**config.mk**
```make
export PLATFORM = sky130hd
export DESIGN_NAME = crc16_seq
export DESIGN_NICKNAME = d
export VERILOG_FILES = /design/src/rtl/crc16_seq.sv
export SDC_FILE = /design/constraint.sdc
export NUM_CORES = 1
export LEC_CHECK = 0
export ABC_AREA = 1
export BUFFER_PORTS_ARGS = -buffer_cell sky130_fd_sc_hd__buf_2
export CAP_MARGIN = 15
export CORE_UTILIZATION = 43
export CTS_CLUSTER_DIAMETER = 100
export DETAILED_ROUTE_END_ITERATION = 12
export GPL_ROUTABILITY_DRIVEN = 1
export PLACE_DENSITY = 0.71
export SLEW_MARGIN = 20
export SYNTH_ARGS = -nofsm -noshare
export SYNTH_HDL_FRONTEND = slang
export SYNTH_SLANG_ARGS = --single-unit
```
**constraint.sdc**
```tcl
create_clock -name clk -period 2.32 [get_ports clk]
set_input_delay 0 -clock clk [delete_from_list [all_inputs] [get_ports clk]]
set_output_delay 0 -clock clk [all_outputs]
set_load 0.02 [all_outputs]
```
**src/rtl/crc16_seq.sv**
```systemverilog
module crc16_seq #(
  parameter int          PAGE_BITS = 3,
  parameter logic [15:0] POLY_REV  = 16'hA001
) (
  input  logic        clk,
  input  logic        rst_n,
  input  logic        mode_wr,
  input  logic [7:0]  byte_in,
  input  logic        stb_cmd,
  input  logic        stb_alo,
  input  logic        stb_ahi,
  input  logic        stb_data,
  input  logic [15:0] addr,
  output logic [15:0] crc_out,
  output logic        crc_vld
);

  function automatic logic [15:0] fold(input logic [15:0] c, input logic [7:0] d);
    logic [15:0] r;
    r = c;
    for (int i = 0; i < 8; i++) begin
      if (r[0] ^ d[i]) r = (r >> 1) ^ POLY_REV;
      else             r = r >> 1;
    end
    return r;
  endfunction

  logic [15:0] crc_q;
  logic        restart_q;
  logic        vld_q;
  logic [15:0] base;

  wire any_stb  = stb_cmd | stb_alo | stb_ahi | stb_data;
  wire page_end = &addr[PAGE_BITS-1:0];
  wire emit     = stb_data & (mode_wr | page_end);

  always_comb begin
    base = crc_q;
    if (stb_cmd)                    base = '0;
    else if (stb_data && restart_q) base = mode_wr ? addr : '0;
  end

  wire [15:0] nxt = fold(base, byte_in);

  always_ff @(posedge clk) begin
    if (!rst_n) begin
      crc_q     <= '0;
      restart_q <= 1'b0;
      vld_q     <= 1'b0;
    end else begin
      vld_q <= emit;
      if (any_stb)       crc_q     <= nxt;
      if (stb_cmd)       restart_q <= 1'b0;
      else if (stb_data) restart_q <= emit;
    end
  end

  assign crc_out = ~crc_q;
  assign crc_vld = vld_q;

  AST_ONE_STROBE: assert property (@(posedge clk) disable iff (!rst_n)
    $onehot0({stb_cmd, stb_alo, stb_ahi, stb_data}));
  AST_HDR_QUIET: assert property (@(posedge clk) disable iff (!rst_n)
    (stb_cmd || stb_alo || stb_ahi) |=> !crc_vld);
  AST_RD_MID_QUIET: assert property (@(posedge clk) disable iff (!rst_n)
    (stb_data && !mode_wr && addr[2:0] != 3'b111) |=> !crc_vld);
  AST_RD_PAGE_EMIT: assert property (@(posedge clk) disable iff (!rst_n)
    (stb_data && !mode_wr && addr[2:0] == 3'b111) |=> crc_vld);
  AST_WR_EMIT: assert property (@(posedge clk) disable iff (!rst_n)
    (stb_data && mode_wr) |=> crc_vld);
  AST_IDLE_HOLD: assert property (@(posedge clk) disable iff (!rst_n)
    !(stb_cmd || stb_alo || stb_ahi || stb_data) |=> ($stable(crc_out) && !crc_vld));

endmodule

```
==> run metrics, run 1 <==
die width=slightly below 60 µm; Pint=around 0.00057 W; initial antenna violation count=0; Final Hold Viols=0; status=finished clean; endpoints failing setup=0; Pwr per Cell Area=541 nW/µm²; Syn Nets=250; crit end category=flip-flop; most frequent cells in the layout=50 x nand2_1, 47 x buf_2, 35 x inv_1; top layer reached by signal wires=met4; CP arrival=2130 ps; required time worst endpoint=between 2000 and 3000 ps; starting density of the core=0.452; Combinational Power Share=0.379; Worst Setup Slack post-DPL=between 400 and 500 ps; num rows=20; WL/cell=approximately 11 µm; cells on worst reg2reg path=15; first-pass GRT wire length=~5700 µm; Longest Clk Path Bufs=2; RSZ-0062 raised after global routing=no; Pre-antenna DRT Iters=4; YS warnings=0; Clock power frac=0.224; Die ar.=~3400 µm²; port bufs=between 40 and 50; HP Class=input pin to flip-flop; DR iter-0 viols=57; Tmin final=1930 ps; DP HPWL=2640 µm; Clock transition at path regs=100 ps; vias in the first global route=roughly 1,300; Worst Tran Pin Value=around 480 ps; CTS root buf=clkbuf_4; P_sw=~0.00034 W; sequential share of power=0.396; Post-Route Skew=8.93 ps; met3 wire len=around 170 µm; worst setup margin=between 300 and 400 ps; Worst Setup Start Kind=input pin; Worst VDD drop=~0.0003 V; layout cells sized above 1=0.309; hold buffer count at cts=2; Core Area=about 3000 µm²; CP Max Fanout=21; routability cong.=a little under 0.8; residual DRC count=0; Netlist cell types=30; clock sinks=18; critical path class=input pin to flip-flop; fin crit share=0.830; max-cap check violation count=0; leak pwr=0.877 nW; #FFs+latches synth=18; gr ovfl total=0; WL final=3440 µm; CTS H-tree lvls=1; CTS tree=done; number of diodes=0; commonest non-fill, non-tap cell in the layout=nand2_1; # resized after CTS=0; Avg Inst Size Synth=6.25 µm²; wl on met1=roughly 1600 µm; P&R area growth vs syn=22.2%; die height=between 50 and 60 µm; largest net degree at the start of global routing=22; Clock Latency Late Sink=roughly 300 ps; max-slew violations=0; Vias=~1,500; hold depth=3; sequential-to-total area share from yosys stat=0.263; Cells after Synth=approximately 220; Slew HR=0.676; WHS=between 20 and 25 ps; synthesized area=approximately 1400 µm²; Nets=about 300; Setup Fix Bufs, Post-CTS=0; Max Freq=a little over 500 MHz; I/O pin cnt=48; ANT nets after route=0; DR vias/cell=between 4 and 5; DR WL met2=approximately 1600 µm; sw frac=0.375; CTS buffer count=3; total global-route track usage=0.218; post-route setup TNS=0 ps
[routing by layer]
layer	up-vias	global-route usage
met5	-	0
met4	0	0.0850
met3	7	0.0352
met2	35	0.376
met1	668	0.273
li1	793	-
[metrics by stage]
step                      instances  total power [W]  area [µm²]  utilization
final                           309         0.000906        1670        0.552
after CTS                       309         0.000912        1670        0.552
after floorplan                 219         0.000612        1370            -
after detailed placement        303         0.000706        1620        0.534
after global placement          303         0.000704        1620        0.534
after global routing            309         0.000974        1670        0.552
[cell families (layout without fill, tap and decap cells)]
logic type,count (synthesis),count (layout),synth area share
AND/OR/NAND/NOR,100,100,0.344
buffers and inverters,51,97,0.157
AO/OA/AOI/OAI,43,43,0.185
flip-flops,18,18,0.263
XOR/XNOR,6,6,0.0439
multiplexers,1,1,0.00731
[cell type report]
type,instances,area (µm²)
multi-input combinational,150,793
fill,316,1360
inverter,42,158
sequential,18,360
clock buffer,4,36.3
timing repair buffer,51,270
tap,44,55.1
[sequential cells by signal, summed over array words and instances (netlist names)]
signal / cells
crc_q: 16
crc_vld: 1
restart_q: 1
[power by group through the flow]
stage / clock [W] / combinational (W) / sequential [W]
after global routing: 0.000225 / 0.000386 / 0.000363
final: 0.000203 / 0.000344 / 0.000359
after detailed placement: 0 / 0.000340 / 0.000366
after CTS: 0.000208 / 0.000345 / 0.000359
after global placement: 0 / 0.000338 / 0.000366
after floorplan: 0 / 0.000248 / 0.000364
[path summary, 6_finish.rpt]
path | start | slack, ps | to
setup reg to reg | restart_q | 460 | crc_q[0]
setup / recovery | stb_data | 390 | crc_q[0]
hold reg to reg | crc_q[13] | 480 | crc_q[13]
hold / removal | rst_n | 20 | crc_q[0]
[cell usage after synthesis]
library cell | instances | share of area
nand2_1 | 50 | 0.14
inv_1 | 35 | 0.096
a21oi_1 | 22 | 0.080
dfxtp_1 | 18 | 0.26
nand2_2 | 15 | 0.069
nand3_1 | 11 | 0.040
nor2_1 | 10 | 0.027
o21ai_0 | 8 | 0.029
nand4_1 | 7 | 0.032
a211oi_1 | 6 | 0.033
inv_2 | 6 | 0.016
buf_2 | 4 | 0.015
nand3_2 | 3 | 0.022
xnor2_1 | 3 | 0.019
buf_6 | 2 | 0.016
clkbuf_1 | 2 | 0.0055
nor3_1 | 2 | 0.0073
o211ai_1 | 2 | 0.011
xor2_1 | 2 | 0.013
a21oi_2 | 1 | 0.0064
a31o_2 | 1 | 0.0064
buf_4 | 1 | 0.0055
clkinv_1 | 1 | 0.0027
mux2i_1 | 1 | 0.0073
nor4_1 | 1 | 0.0046
o21ai_2 | 1 | 0.0064
o21bai_1 | 1 | 0.0055
o221ai_1 | 1 | 0.0064
or2_2 | 1 | 0.0046
xor2_2 | 1 | 0.012
[critical path, stage by stage]
cell and delay [ps]:
dlygate4sd3_1 550, buf_2 150, nand2_2 80, buf_4 240
nand2_1 100, nand3_1 90, nand2_1 50, nand2_1 120
inv_1 70, nand2_1 70, nand3_1 60, nand2_1 80
nand3_1 110, nand2_2 110, nand2_2 70, a21oi_1 120
nor2_1 50
Power figures use the tool's default switching activity.
==> run 2: changes to the inputs <==
Clock period 2.32 ns to 1.8 ns, I/O delays scaled along.
==> run metrics, run 2 (synthesis gave the netlist of run 1 again) <==
worst setup margin=-0.510 ps; total global-route track usage=0.211; Longest Clk Path Bufs=2; max-cap check violation count=0; DP HPWL=between 2000 and 3000 µm; die width=around 60 µm; starting density of the core=0.452; Vias=between 1,500 and 2,000; DR vias/cell=5.10; R2R Path End=crc_q[14]; DR iter-0 viols=51; number of diodes=0; fillers=between 300 and 400; hold depth=3; endpoints failing setup=1; Nets=about 310; num rows=20; WHS=25.8 ps; cells on worst reg2reg path=17; r2r setup slk=-0.5 ps; Worst VDD drop=~0.00062 V; routability cong.=around 0.74; CTS buffer count=3; Worst Setup Start Kind=flip-flop; failing checks=setup timing; number of flip-flops in the largest register=16; CTS H-tree lvls=1; status=finished with violations; crit end category=flip-flop; RSZ-0062 raised after global routing=yes; Clock transition at path regs=between 100 and 150 ps; Clock Latency Late Sink=~300 ps; ANT nets after route=0; WL final=3880 µm; Core Area=3030 µm²; Die ar.=around 3400 µm²; Final Hold Viols=0; largest net degree at the start of global routing=22; CTS root buf=clkbuf_4; WL/cell=~12 µm; hold_sp=rst_n; Pwr per Cell Area=~630 nW/µm²; HP Class=input pin to flip-flop; commonest non-fill, non-tap cell in the layout=buf_2; CP Max Fanout=5; I/O pin cnt=48; WHS Endpoint=crc_q[0]; max-slew violations=0; Pre-antenna DRT Iters=4; CP arrival=approximately 2000 ps; layout cells sized above 1=0.397; critical path class=flip-flop to flip-flop; Worst Tran Pin Value=approximately 450 ps; Critical R2R Launch=restart_q; required time worst endpoint=2000 ps; Slew HR=0.694; clock sinks=18; gr ovfl total=0; vias in the first global route=about 1,300; P&R area growth vs syn=36.4%; most frequent cells in the layout=47 x buf_2, 39 x nand2_1, 33 x inv_1; Max Freq=between 500 and 600 MHz; CTS tree=done; Post-Route Skew=between 3 and 4 ps; leak pwr=between 0.9 and 1 nW; fin crit share=1.00; port bufs=47; initial antenna violation count=0; residual DRC count=0; Tmin final=1800 ps; first-pass GRT wire length=roughly 5500 µm; largest register by flop count=crc_q; die height=a little under 60 µm; Worst Setup Slack post-DPL=-50.3 ps
run 2: cell types whose count changed in the layout (fill, tap and decap cells not counted), sizes merged:
cell    change
buf         +5
inv         +1
clkbuf      +1
run 2: timing repair:
action                                 in CTS  in global routing
gates resized for setup                     3                 28
setup endpoints to repair                   3                  9
hold buffers                                2                  0
setup buffers                               0                  5
pin swaps                                   1                 16
endpoints found under the hold margin       2                  0
cloned                                      0                  3
run 2: layout make-up:
type / instances / area, µm² / share of cell area
Tap cell: 44 / 55.1 / 0.0295
Timing Repair inverter: 1 / 6.26 / 0.00335
Inverter: 42 / 168 / 0.0898
Timing Repair Buffer: 58 / 370 / 0.198
Clock buffer: 3 / 22.5 / 0.0121
Sequential cell: 18 / 364 / 0.195
Multi-Input combinational cell: 150 / 881 / 0.472
run 2: through the flow:
step	total power [W]	cell area, µm²	cells	TNS, ps	utilization
finish	0.00117	1870	316	-0.510	0.617
global route	0.00125	1870	316	-392	0.617
CTS	0.00112	1680	308	0	0.554
detailed placement	0.000913	1630	303	-68.5	0.538
global placement	0.000909	1630	303	0	0.538
floorplan	0.000789	1370	219	0	-
run 2: how the worst max path moves through the flow:
stage	startpoint	end	slack [ps]
2_1_floorplan	restart_q	crc_q[14]	220
3_5_place_dp	restart_q	crc_q[14]	-50
4_1_cts	restart_q	crc_q[14]	2
3_3_place_gp	restart_q	crc_q[14]	50
5_1_grt	restart_q	crc_q[14]	-130
6_report	restart_q	crc_q[14]	-0.5
run 2: routing by layer:
layer,vias up,wire length [µm],share of wire,track usage
met3,12,197,0.051,0.0264
met1,742,1720,0.44,0.281
met4,0,81,0.021,0.0578
met2,51,1880,0.49,0.360
li1,808,-,-,-
met5,-,0,0,0
run 2: power breakdown:
group	total, W	internal [W]	switching, W	leakage [nW]
sequential	0.000463	0.000440	0.0000230	0.150
combinational	0.000503	0.000192	0.000311	0.780
clock	0.000208	0.0000780	0.000130	0.0138
total	0.00117	0.000710	0.000464	0.944
run 2: critical path, stage by stage (launching register included):
cell and delay [ps]:
dfxtp_4 380, nand2_8 120, buf_12 140, nand2_1 70, nand3_1 80, nand2_1 70, nand2_2 100, inv_2 40
nand2_2 80, nand2_2 70, nand2_2 70, nand2_1 60, nand2_2 80, nand2_2 70, nand2_1 60, nand2_1 40
o21bai_1 140, inv_1 50
